**src/rtl/dpc_pkg.sv**
```systemverilog
package dpc_pkg;

    // Register byte addresses
    localparam int unsigned ADDR_CTRL    = 'h004;
    localparam int unsigned ADDR_CFG     = 'h008;
    localparam int unsigned ADDR_IEN     = 'h1E0;
    localparam int unsigned ADDR_ICLR    = 'h1E4;
    localparam int unsigned ADDR_ISTS    = 'h1E8;
    localparam int unsigned LAYER_BASE   = 'h030;
    localparam int unsigned LAYER_STRIDE = 'h030;

    // Control bit positions
    localparam int unsigned CTRL_RUN  = 0;
    localparam int unsigned CTRL_STOP = 1;
    localparam int unsigned CTRL_UPD  = 2;

    typedef enum logic {
        IF_VIDEO = 1'b0,
        IF_CMD   = 1'b1
    } if_mode_e;

    typedef struct packed {
        logic [1:0] rsvd_hi;
        logic       vsync;
        logic       upd_done;
        logic       rsvd3;
        logic       err;
        logic       te;
        logic       done;
    } irq_vec_t;

    localparam logic [7:0] IRQ_IMPL = 8'h37;

    function automatic int unsigned layer_addr(input int unsigned l, input int unsigned w);
        return LAYER_BASE + l * LAYER_STRIDE + w * 4;
    endfunction

endpackage

```
**src/rtl/dpc_runctl.sv**
```systemverilog
module dpc_runctl
    import dpc_pkg::*;
(
    input  logic     clk,
    input  logic     rst,
    input  if_mode_e mode,
    input  logic     ctrl_wr,
    input  logic [2:0] ctrl_bits,
    input  logic     frame_end,
    output logic     running,
    output logic     upd_pend,
    output logic     stop_pend,
    output logic     commit,
    output logic     done_evt,
    output logic     upd_evt
);
    logic start, fe_act, upd_acc, stop_acc, video;

    assign video    = (mode == IF_VIDEO);
    assign start    = ctrl_wr & ctrl_bits[CTRL_RUN] & ~running;
    assign fe_act   = frame_end & running;
    assign upd_acc  = ctrl_wr & ctrl_bits[CTRL_UPD]  & running & video;
    assign stop_acc = ctrl_wr & ctrl_bits[CTRL_STOP] & running & video;
    assign upd_evt  = fe_act & video & upd_pend;
    assign done_evt = fe_act & (~video | stop_pend);
    assign commit   = start | upd_evt;

    always_ff @(posedge clk) begin
        if (rst) begin
            running   <= 1'b0;
            upd_pend  <= 1'b0;
            stop_pend <= 1'b0;
        end else begin
            if (start)         running <= 1'b1;
            else if (done_evt) running <= 1'b0;
            upd_pend  <= (upd_pend  & ~fe_act) | upd_acc;
            stop_pend <= (stop_pend & ~fe_act) | stop_acc;
        end
    end
endmodule

```
**src/rtl/dpc_irq.sv**
```systemverilog
module dpc_irq
    import dpc_pkg::*;
(
    input  logic       clk,
    input  logic       rst,
    input  irq_vec_t   set_ev,
    input  logic       en_wr,
    input  logic [7:0] en_data,
    input  logic       clr_wr,
    input  logic [7:0] clr_data,
    output irq_vec_t   sts,
    output logic [7:0] en,
    output logic       irq
);
    logic [7:0] clr_mask;

    assign clr_mask = clr_wr ? clr_data : 8'h00;

    always_ff @(posedge clk) begin
        if (rst) begin
            sts <= '0;
            en  <= '0;
        end else begin
            sts <= irq_vec_t'((sts & ~clr_mask) | (set_ev & IRQ_IMPL));
            if (en_wr) en <= en_data & IRQ_IMPL;
        end
    end

    assign irq = |(sts & en);
endmodule

```
**src/rtl/dpc_layer_bank.sv**
```systemverilog
module dpc_layer_bank
    import dpc_pkg::*;
#(
    parameter int unsigned N_LAYERS    = 2,
    parameter int unsigned LAYER_WORDS = 4,
    parameter int unsigned DATA_W      = 32,
    parameter int unsigned ADDR_W      = 12,
    localparam int unsigned FLAT_W     = N_LAYERS * LAYER_WORDS * DATA_W
)(
    input  logic              clk,
    input  logic              rst,
    input  logic              wr_en,
    input  logic [ADDR_W-1:0] wr_addr,
    input  logic [DATA_W-1:0] wr_data,
    input  logic              commit,
    output logic [FLAT_W-1:0] shadow_flat,
    output logic [FLAT_W-1:0] active_flat
);
    for (genvar l = 0; l < N_LAYERS; l++) begin : g_layer
        for (genvar w = 0; w < LAYER_WORDS; w++) begin : g_word
            localparam int unsigned IDX = l * LAYER_WORDS + w;
            localparam logic [ADDR_W-1:0] WADDR = ADDR_W'(layer_addr(l, w));
            logic [DATA_W-1:0] sh_q, ac_q;

            always_ff @(posedge clk) begin
                if (rst) begin
                    sh_q <= '0;
                    ac_q <= '0;
                end else begin
                    if (wr_en && wr_addr == WADDR) sh_q <= wr_data;
                    if (commit) ac_q <= sh_q;
                end
            end

            assign shadow_flat[IDX*DATA_W +: DATA_W] = sh_q;
            assign active_flat[IDX*DATA_W +: DATA_W] = ac_q;
        end
    end
endmodule

```
**src/rtl/dpc_seq.sv**
```systemverilog
module dpc_seq
    import dpc_pkg::*;
#(
    parameter int unsigned N_LAYERS    = 2,
    parameter int unsigned LAYER_WORDS = 4,
    parameter int unsigned DATA_W      = 32,
    parameter int unsigned ADDR_W      = 12,
    localparam int unsigned FLAT_W     = N_LAYERS * LAYER_WORDS * DATA_W
)(
    input  logic              clk,
    input  logic              rst,
    input  logic              wr_en,
    input  logic [ADDR_W-1:0] wr_addr,
    input  logic [DATA_W-1:0] wr_data,
    input  logic [ADDR_W-1:0] rd_addr,
    output logic [DATA_W-1:0] rd_data,
    input  logic              frame_end,
    input  logic              te_in,
    input  logic              underflow_in,
    input  logic              vsync_in,
    output logic              running,
    output logic              irq,
    output logic [FLAT_W-1:0] layer_active
);
    if_mode_e    mode_q;
    logic        ctrl_wr, cfg_wr, ien_wr, iclr_wr;
    logic        upd_pend, stop_pend, commit, done_evt, upd_evt;
    irq_vec_t    ev, sts;
    logic [7:0]  ien;
    logic [FLAT_W-1:0] shadow_flat;

    assign ctrl_wr = wr_en && wr_addr == ADDR_W'(ADDR_CTRL);
    assign cfg_wr  = wr_en && wr_addr == ADDR_W'(ADDR_CFG);
    assign ien_wr  = wr_en && wr_addr == ADDR_W'(ADDR_IEN);
    assign iclr_wr = wr_en && wr_addr == ADDR_W'(ADDR_ICLR);

    always_ff @(posedge clk) begin
        if (rst)         mode_q <= IF_VIDEO;
        else if (cfg_wr) mode_q <= if_mode_e'(wr_data[0]);
    end

    dpc_runctl u_runctl (
        .clk       (clk),
        .rst       (rst),
        .mode      (mode_q),
        .ctrl_wr   (ctrl_wr),
        .ctrl_bits (wr_data[2:0]),
        .frame_end (frame_end),
        .running   (running),
        .upd_pend  (upd_pend),
        .stop_pend (stop_pend),
        .commit    (commit),
        .done_evt  (done_evt),
        .upd_evt   (upd_evt)
    );

    always_comb begin
        ev          = '0;
        ev.done     = done_evt;
        ev.te       = te_in;
        ev.err      = underflow_in;
        ev.upd_done = upd_evt;
        ev.vsync    = vsync_in;
    end

    dpc_irq u_irq (
        .clk      (clk),
        .rst      (rst),
        .set_ev   (ev),
        .en_wr    (ien_wr),
        .en_data  (wr_data[7:0]),
        .clr_wr   (iclr_wr),
        .clr_data (wr_data[7:0]),
        .sts      (sts),
        .en       (ien),
        .irq      (irq)
    );

    dpc_layer_bank #(
        .N_LAYERS    (N_LAYERS),
        .LAYER_WORDS (LAYER_WORDS),
        .DATA_W      (DATA_W),
        .ADDR_W      (ADDR_W)
    ) u_bank (
        .clk         (clk),
        .rst         (rst),
        .wr_en       (wr_en),
        .wr_addr     (wr_addr),
        .wr_data     (wr_data),
        .commit      (commit),
        .shadow_flat (shadow_flat),
        .active_flat (layer_active)
    );

    always_comb begin
        rd_data = '0;
        if (rd_addr == ADDR_W'(ADDR_CTRL))      rd_data[2:0] = {upd_pend, stop_pend, running};
        else if (rd_addr == ADDR_W'(ADDR_CFG))  rd_data[0]   = mode_q;
        else if (rd_addr == ADDR_W'(ADDR_IEN))  rd_data[7:0] = ien;
        else if (rd_addr == ADDR_W'(ADDR_ISTS)) rd_data[7:0] = sts;
        for (int unsigned l = 0; l < N_LAYERS; l++) begin
            for (int unsigned w = 0; w < LAYER_WORDS; w++) begin
                if (rd_addr == ADDR_W'(layer_addr(l, w)))
                    rd_data = shadow_flat[(l*LAYER_WORDS+w)*DATA_W +: DATA_W];
            end
        end
    end
endmodule

```
**config.mk**
```make
export PLATFORM = sky130hd
export DESIGN_NAME = dpc_seq
export DESIGN_NICKNAME = d
export VERILOG_FILES = /design/src/rtl/dpc_pkg.sv /design/src/rtl/dpc_runctl.sv /design/src/rtl/dpc_irq.sv /design/src/rtl/dpc_layer_bank.sv /design/src/rtl/dpc_seq.sv
export SDC_FILE = /design/constraint.sdc
export NUM_CORES = 1
export LEC_CHECK = 0
export ABC_CLOCK_PERIOD_IN_PS = 2200
export BUFFER_PORTS_ARGS = -buffer_cell sky130_fd_sc_hd__buf_2
export CAP_MARGIN = 0
export CORE_MARGIN = 3
export CORE_UTILIZATION = 55
export CTS_CLUSTER_SIZE = 16
export DETAILED_ROUTE_END_ITERATION = 12
export PLACE_DENSITY = 0.78
export REMOVE_ABC_BUFFERS = 1
export SYNTH_ARGS = -nofsm -noshare
export SYNTH_HDL_FRONTEND = slang
export SYNTH_SLANG_ARGS = --single-unit
```
**constraint.sdc**
```tcl
create_clock -name clk -period 2.2 [get_ports clk]
set_clock_uncertainty 0.15 [all_clocks]
set_input_delay 0 -clock clk [delete_from_list [all_inputs] [get_ports clk]]
set_output_delay 0 -clock clk [all_outputs]
set_load 0.03 [all_outputs]
```
* Word level (Yosys, flattened, before mapping)
Index checks and enable logic that the tools add are counted.
** Operators by class
- Add/sub/neg operators :: 0
- Multiply operators :: 0
- Div/mod/pow operators :: 0
- Order comparisons :: 0
- Eq/ne operators :: 24
- Shift operators :: 0
- Mux-type cells :: 17
- Bitwise logic cells :: 25
- Reductions and logical operators :: 14
** Operators by type and width (number)
- 32-bit two-way mux :: 8
- 12-bit by 6-bit equality test with 1-bit output, second input constant :: 8
- 12-bit by 7-bit equality test with 1-bit output, second input constant :: 8
- 12-bit by 9-bit equality test with 1-bit output, second input constant :: 4
- 12-bit by 3-bit equality test with 1-bit output, second input constant :: 2
- 12-bit by 4-bit equality test with 1-bit output, second input constant :: 2
- 8-bit two-way mux :: 3
- 1-bit AND :: 14
- 1-bit logical AND :: 12
- 8-bit by 6-bit AND with 8-bit output :: 1
- 8-bit AND :: 1
- 8-bit NOT :: 1
- 8-bit by 6-bit bitwise OR with 8-bit output :: 1
- 8-bit OR reduction :: 1
- 7-bit two-way mux :: 1
- 5-bit two-way mux :: 1
- 1-bit bitwise OR :: 4
- 1-bit two-way mux :: 3
- 3-bit two-way mux :: 1
- 1-bit NOT :: 3
- 2-bit nonzero test :: 1
** Word-level totals
- Register bits :: 529
- Latch bits :: 0
- RAM bits :: 0
- Memory bits (read-only) :: 0
- Output and inout port bits :: 290
- Logic and storage cells :: 108
- Memories :: 0

* Longest topological paths before layout
Gate-level depths: netlist (run 1).
- Depth in word-level cells :: 13
- Mapped depth :: 9
- Gate-level depth less buffers :: 6

* Cells and area by module
A second synthesis (run 1) with hierarchy kept.
** Second synthesis, totals
- Cells, all modules :: 2164
- Area, all modules :: 22118.7 um^2
** By module, submodules not included
- dpc_layer_bank :: instances 1, cells an instance 1734, area an instance 18988.2 um^2
- dpc_seq :: instances 1, cells an instance 366, area an instance 2444.8 um^2
- dpc_irq :: instances 1, cells an instance 48, area an instance 516.7 um^2
- dpc_runctl :: instances 1, cells an instance 16, area an instance 168.9 um^2

* Worst setup path before layout (run 1)
OpenSTA, ideal clock, no wires.
- Path type :: register to output
- Start point :: reg u_runctl.running
- End point :: out rd_data[0]
- Arrival :: 2540 ps
- Data required time :: 2050 ps
- Path slack :: -490 ps
- Stages on the path, launching flop included :: 8
- Buffers on the path :: 1
- Path through :: dfxtp_1 > buf_2 > or4b_1 > a211o_1 > nor3_1 > o21ai_1 > a221o_1 > a31oi_1
** Between the ends
- Word-level cells in the longest chain between the ends :: 9
** Ends and longest elaborated chain
- start: declaration :: RTL line dpc_runctl.sv:10 : output logic running,
- start signal: assignment :: RTL line dpc_runctl.sv:30 : running <= 1'b0;
- start signal: assignment :: RTL line dpc_runctl.sv:34 : if (start) running <= 1'b1;
- start signal: assignment :: RTL line dpc_runctl.sv:35 : else if (done_evt) running <= 1'b0;
- 3-bit two-way mux :: RTL line dpc_seq.sv:97 : if (rd_addr == ADDR_W'(ADDR_CTRL)) rd_data[2:0] = {upd_pend, stop_pend, running};
- 32-bit two-way mux (8 in a row) :: RTL line dpc_seq.sv:103 : if (rd_addr == ADDR_W'(layer_addr(l, w)))
- end: declaration :: RTL line dpc_seq.sv:16 : output logic [DATA_W-1:0] rd_data,
No other way between the ends.

* Final worst setup path (run 1)
Ends and elaborated chain as after synthesis.

==> results of run 1 <==
area by class of cell:
type,count,area [sq um]
Fill cell,2859,10600
Clock inverter,28,469
Clock buffer,68,1480
Sequential cell,529,10600
Timing Repair Buffer,557,4080
Inverter,22,82.6
Tap cell,511,639
Multi-Input combinational cell,2009,9790
Antenna cell,1,2.50
registers in the layout, indices dropped and copies added, names as in the netlist:
signal	count
u_runctl.running	1
u_irq.en	5
u_irq.sts	8
mode_q	1
u_bank.g_layer.g_word.ac_q	256
u_runctl.stop_pend	1
u_runctl.upd_pend	1
u_bank.g_layer.g_word.sh_q	256
routing by layer:
| metal | up-vias | wire [um] |
|---|---|---|
| met5 | - | 12 |
| met4 | 2 | 3520 |
| met3 | 295 | 8960 |
| met2 | 1522 | 35200 |
| met1 | 10200 | 28800 |
| li1 | 10000 | - |
report_power, final:
group          leakage, nW  internal (W)  switching (W)
Clock                0.954       0.00617        0.00386
Combinational         4.92      0.000233       0.000479
Sequential            4.26       0.00958     0.00000439
Total                 10.1        0.0160        0.00435
path summary, 6_finish.rpt:
check / from / end / slack (ps) / cells after the start
worst min-delay path: wr_addr[6] / u_runctl.running / -20 / 7
worst min register to register: u_bank.g_layer[0].g_word[0].ac_q[23] / u_bank.g_layer[0].g_word[0].ac_q[23] / 300 / 2
worst max-delay path: u_runctl.running / rd_data[0] / -580 / 7
worst max register to register: u_runctl.running / u_bank.g_layer[1].g_word[1].ac_q[25] / 260 / 6
per-stage QoR:
stage	hold WS (ps)	utilization, %
6_report	-16.2	71.9
5_1_grt	11.3	71.9
4_1_cts	12.1	71.1
3_5_place_dp	68.8	64.1
3_3_place_gp	57.1	64.1
2_1_floorplan	-80.9	-
kinds of logic (layout without fill, tap and decap cells):
group	after synthesis	after routing
AO/OA/AOI/OAI	710	710
buffers and inverters	261	675
flip-flops	529	529
multiplexers	63	63
other	0	1
AND/OR/NAND/NOR	1236	1236
placed cells by master (no fill, tap or decap), drive strengths merged, types with 2 or more instances in the layout:
master	Yosys	routed
a21oi	512	512
clkinv	1	12
nand2	1052	1052
buf	89	499
o21ai	104	104
a221o	4	4
o32ai	2	2
nor4bb	2	2
a221oi	20	20
o22ai	9	9
o211ai	6	6
clkbuf	150	70
clkinvlp	0	4
dfxtp	529	529
nand2b	23	23
nor2	87	87
nor2b	4	4
or2	2	2
nand4bb	2	2
dlygate4sd3	0	56
a222oi	4	4
and2	7	7
bufinv	0	12
mux2i	63	63
a22oi	14	14
and4	2	2
or3	4	4
o221ai	18	18
nand3	24	24
and4b	2	2
o221a	6	6
nand4	2	2
inv	21	22
nor3	9	9
nor4b	3	3
nor4	4	4
timing repair:
item                                    4_1_cts  5_1_grt
endpoints found under the setup margin       29       64
hold buffers                                 56        0
setup buffers                                 3       11
gates resized for setup                      37       53
pin swaps                                    10       15
endpoints found under the hold margin       526        0
gates cloned                                  0        1
tightest hold or removal path, delay by kind of cell:
kind / cells / cell delay [ps]
AOI/OAI and AO/OA: 1 / 160
buffers and inverters: 1 / 90
and+or+nand+nor: 5 / 410
==> metrics.txt, run 1 <==
status finished with violations; failing checks negative hold slack, negative setup slack; Worst-path clk slew 60 ps; initial antenna violation count 1; design area 27,100 sq um; Max Cap Viol 0; layout cell share with drive strength beyond 1 about a fifth; starting utilization of the core area between 50% and 60%; final net count 3,234; Cells after Synth between 2,000 and 3,000; final global-route overflow total 0; clock root cell clkbuf_16; total power roughly 0.020 W; Hold Crit Class in -> reg; top post-synthesis cells by area dfxtp_1, nand2_1, a21oi_1, mux2i_1, clkbuf_1; clock buffer depth 3; slew of the pin with the lowest slew margin 754 ps; die height 202 um; critical setup path kind reg -> out; final setup TNS -715 ps; first-pass GRT wire length 116,000 um; Critical Path Fanout Max 2; Post-synth EDFFs 0; Worst EP arrival 2630 ps; Via-to-Cell Ratio 5.92; vias in the first global route 21,200; setup ws final -584 ps; Worst path top cell family by delay compound AO/OA/AOI/OAI gates; Core Region between 30,000 and 40,000 sq um; Slew HR 49.7%; Initial DRT Pass Iterations 9; Post-Syn Area 21,200 sq um; Synthesis Warnings 0; Pleak 10.1 nW; Post-synth top cells nand2_1, dfxtp_1, a21oi_1; DR vias approximately 22,000; Finished Layout Cells 3,725; CTS tree done; Rows 71; FMAX 359 MHz; predominant post-synthesis flop cell dfxtp_1; H-tree depth 2; grt peak-use layer met2; final worst-path cycle share 127%; Final setup violation count 4; met2 GRT Util 57.1%; area leader, netlist dfxtp_1; Min Hold Slack -16.2 ps; adder-cell area share of the yosys netlist 0%; die area around 41,000 sq um; Post-Syn Area per Cell 7.56 sq um; P&R area growth vs syn 28.3%; CP bufs+invs 1; xor/xnor share of the synthesized area 0%; routed len/inst roughly 21 um; Global Route Usage Sum 35.5%; mux contribution to synthesized area 2.98%; max-slew violations 0; I/O pin cnt 353; Seq cells post-synth 529; port buffer count 352; post-DP HPWL 48,300 um; RSZ-0062 raised after global routing yes; die span in x 202 um; CTS sink count between 500 and 600; antenna viol nets, final 0; initial DRC count 2,789; Placement Setup Slack -183 ps; dpl cell area 24,200 sq um; slowest stage cell, crit path or4b_1; Final Wtd Congestion 1.03; worst ir drop on vdd just under 0.0007 V; crit start category register; worst path cell trace or4b_1 > a211o_1 > nor3_2 > o21ai_1 > a221o_1 > a31oi_4 > buf_6; CP max stage delay 420 ps; PD cells 749 nW/um^2; Critical Path RT 2050 ps; element type at the critical path end output pin; Hold Vio Cnt, Final 1; Synth cell types 62; Clk Latency, worst-skew pair 600 ps; number of cells after detailed placement 3,559; DRT Wirelength 76,400 um; top-count cell post-synth nand2_1; met3 Resource Use GR 7.20%; DR DRC count 0; largest family of logic cells by synthesized area simple AND/OR/NAND/NOR gates; sequential share of the synthesized area ~50%; routing usage on met1 45.9%; simple-gate area share of the yosys netlist 23.4%; largest net degree at the start of global routing 96; Num CTS Buffers 52; Yosys top cell area share 50.1%; Async SR Flop Fraction 0%; Synth Area in Compound Gates a little under a fifth; Final Critical Period 2780 ps
No activity file was read; power rests on OpenSTA's default activity.
==> run 2, diff against run 1 <==
--- a/config.mk
+++ b/config.mk
@@ -9,10 +9,10 @@
 export BUFFER_PORTS_ARGS = -buffer_cell sky130_fd_sc_hd__buf_2
 export CAP_MARGIN = 0
 export CORE_MARGIN = 3
-export CORE_UTILIZATION = 55
+export CORE_UTILIZATION = 56
 export CTS_CLUSTER_SIZE = 16
 export DETAILED_ROUTE_END_ITERATION = 12
-export PLACE_DENSITY = 0.78
+export PLACE_DENSITY = 0.79
 export REMOVE_ABC_BUFFERS = 1
 export SYNTH_ARGS = -nofsm -noshare
 export SYNTH_HDL_FRONTEND = slang
==> metrics.txt, run 2 (synthesis gave the netlist of run 1 again) <==
Hold Vio Cnt, Final 0 (was 1); DR vias 22,500 (was 22,000); Slew HR 55.6% (was 49.7%); Core Region 37,000 sq um (was 37,800 sq um); port buffer count 352 (unchanged); Num CTS Buffers 51 (was 52); Final setup violation count 40 (was 4); CTS sink count 529 (unchanged); Max Cap Viol 0 (unchanged); first-pass GRT wire length 118,000 um (was 116,000 um); FF-to-FF path depth 8 (was 6); final worst-path cycle share 123% (was 127%); Worst EP arrival 2550 ps (was 2630 ps); Hold Crit Depth 4 (was 7); Hold Crit Class in -> reg (unchanged); clock root cell clkbuf_16 (unchanged); final setup TNS -1200 ps (was -715 ps); FF-to-FF setup slack 230 ps (was 260 ps); critical setup path kind reg -> out (unchanged); Worst-path clk slew 60 ps (about the same); layout cell share with drive strength beyond 1 21.6% (was 20.9%); Ant. Diodes 0 (was 1); most common cell after layout, fill and taps aside nand2_1 (unchanged); Clk Latency, worst-skew pair 610 ps (was 600 ps); biggest regs u_bank.g_layer.g_word.ac_q x256, u_bank.g_layer.g_word.sh_q x256, u_irq.sts x8 (unchanged); multi-input logic area 9810 sq um (was 9790 sq um); starting utilization of the core area 57.2% (was 56.0%); die span in x 200 um (was 202 um); setup ws final -504 ps (was -584 ps); Final Critical Period 2700 ps (was 2780 ps); die height 200 um (was 202 um); worst ir drop on vdd 0.000659 V (was 0.000674 V); crit start category register (unchanged); antenna viol nets, final 0 (unchanged); FMAX 370 MHz (was 359 MHz); Filler Cell Count 2,689 (was 2,859); P&R area growth vs syn 30.3% (was 28.3%); I/O pin cnt 353 (unchanged); slew of the pin with the lowest slew margin 666 ps (was 754 ps); H-tree depth 2 (unchanged); failing checks negative setup slack (was negative hold slack, negative setup slack); Min Hold Slack 114 ps (was -16.2 ps); total power 0.0199 W (was 0.0203 W); routed len/inst 21.3 um (was 20.5 um); DRT Wirelength 79,500 um (was 76,400 um); initial antenna violation count 0 (was 1); element type at the critical path end output pin (unchanged); Critical Path Fanout Max 2 (unchanged); largest net degree at the start of global routing 87 (was 96); Initial DRT Pass Iterations 6 (was 9); commonest cells after routing, fill and taps aside nand2_1, dfxtp_1, a21oi_1 (unchanged); Via-to-Cell Ratio 6.02 (was 5.92); Finished Layout Cells 3,732 (was 3,725); final net count 3,250 (was 3,234); Rows 70 (was 71); Final Wtd Congestion 0.930 (was 1.03); PD cells 722 nW/um^2 (was 749 nW/um^2); initial DRC count 2,830 (was 2,789); Pleak 10.3 nW (was 10.1 nW); post-DP HPWL 49,800 um (was 48,300 um); final global-route overflow total 0 (unchanged); max-slew violations 0 (unchanged); number of cells after detailed placement 3,559 (unchanged); RSZ-0062 raised after global routing yes (unchanged); DR DRC count 0 (unchanged); Reg area 10,600 sq um (about the same); Global Route Usage Sum 36.3% (was 35.5%); CTS tree done (unchanged); die area 40,200 sq um (was 40,900 sq um); vias in the first global route 21,200 (about the same); clock buffer depth 3 (unchanged); Critical Path RT 2050 ps (about the same); status finished with violations (unchanged)
-- run 2: cell count changes in the layout (fill, tap and decap cells not counted), sizes merged --
cell,change
dlygate4sd3,+1
diode,-1
clkinv,-1
clkbuf,+16
clkinvlp,-3
buf,+8
bufinv,-6
-- run 2: final timing paths --
kind	startpoint	end
setup / recovery	u_runctl.running	rd_data[0]
hold / removal	wr_data[10]	u_bank.g_layer[0].g_word[0].sh_q[10]
setup reg to reg	u_runctl.running	u_bank.g_layer[1].g_word[0].ac_q[29]
hold reg to reg	u_bank.g_layer[0].g_word[1].ac_q[23]	u_bank.g_layer[0].g_word[1].ac_q[23]
-- run 2: final cells by class --
cell class                 instances  share of cell area [%]
clock buffer                      76                    5.78
clock inverter                    18                   0.949
sequential                       529                    38.5
timing repair buffer             574                    16.6
inverter                          22                   0.300
tap                              504                    2.29
multi-input combinational       2009                    35.6
-- run 2: what timing repair did --
action,4_1_cts,5_1_grt
buffers inserted,1,11
pin swaps,13,28
setup endpoints to repair,29,317
gates cloned,0,11
hold endpoints to repair,528,2
resized for setup,44,95
hold buffers,56,2
-- run 2: metrics by stage --
| step | instance area [sq um] | setup slack, ps | util (%) |
|---|---|---|---|
| 3_3_place_gp | 24400 | -113 | 65.9 |
| 4_1_cts | 26900 | -573 | 72.8 |
| 2_1_floorplan | 20100 | -3920 | - |
| 5_1_grt | 27600 | -617 | 74.6 |
| 6_report | 27600 | -504 | 74.6 |
| 3_5_place_dp | 24400 | -113 | 65.9 |
-- run 2: critical path, stage by stage (launching register included) --
cell     delay, ps
dfxtp_2        330
or4b_1         420
a211o_1        290
nor3_2         100
o21ai_1         90
a221o_1        370
a31oi_4        210
buf_6          160
-- run 2: power by group --
part,internal [W],switching [W],total [W]
clock,0.00571,0.00386,0.00957
combinational,0.000244,0.000487,0.000731
sequential,0.00958,0.00000407,0.00958
total,0.0155,0.00435,0.0199
-- run 2: layer usage --
metal	share of wire [%]	vias to the layer above	wire, um	track usage (%)
met5	0	-	0	0
met4	4.9	0	3870	15.3
met2	46	1598	36400	59.3
met1	37	10500	29600	46.9
li1	-	10000	-	-
met3	12	330	9600	7.85
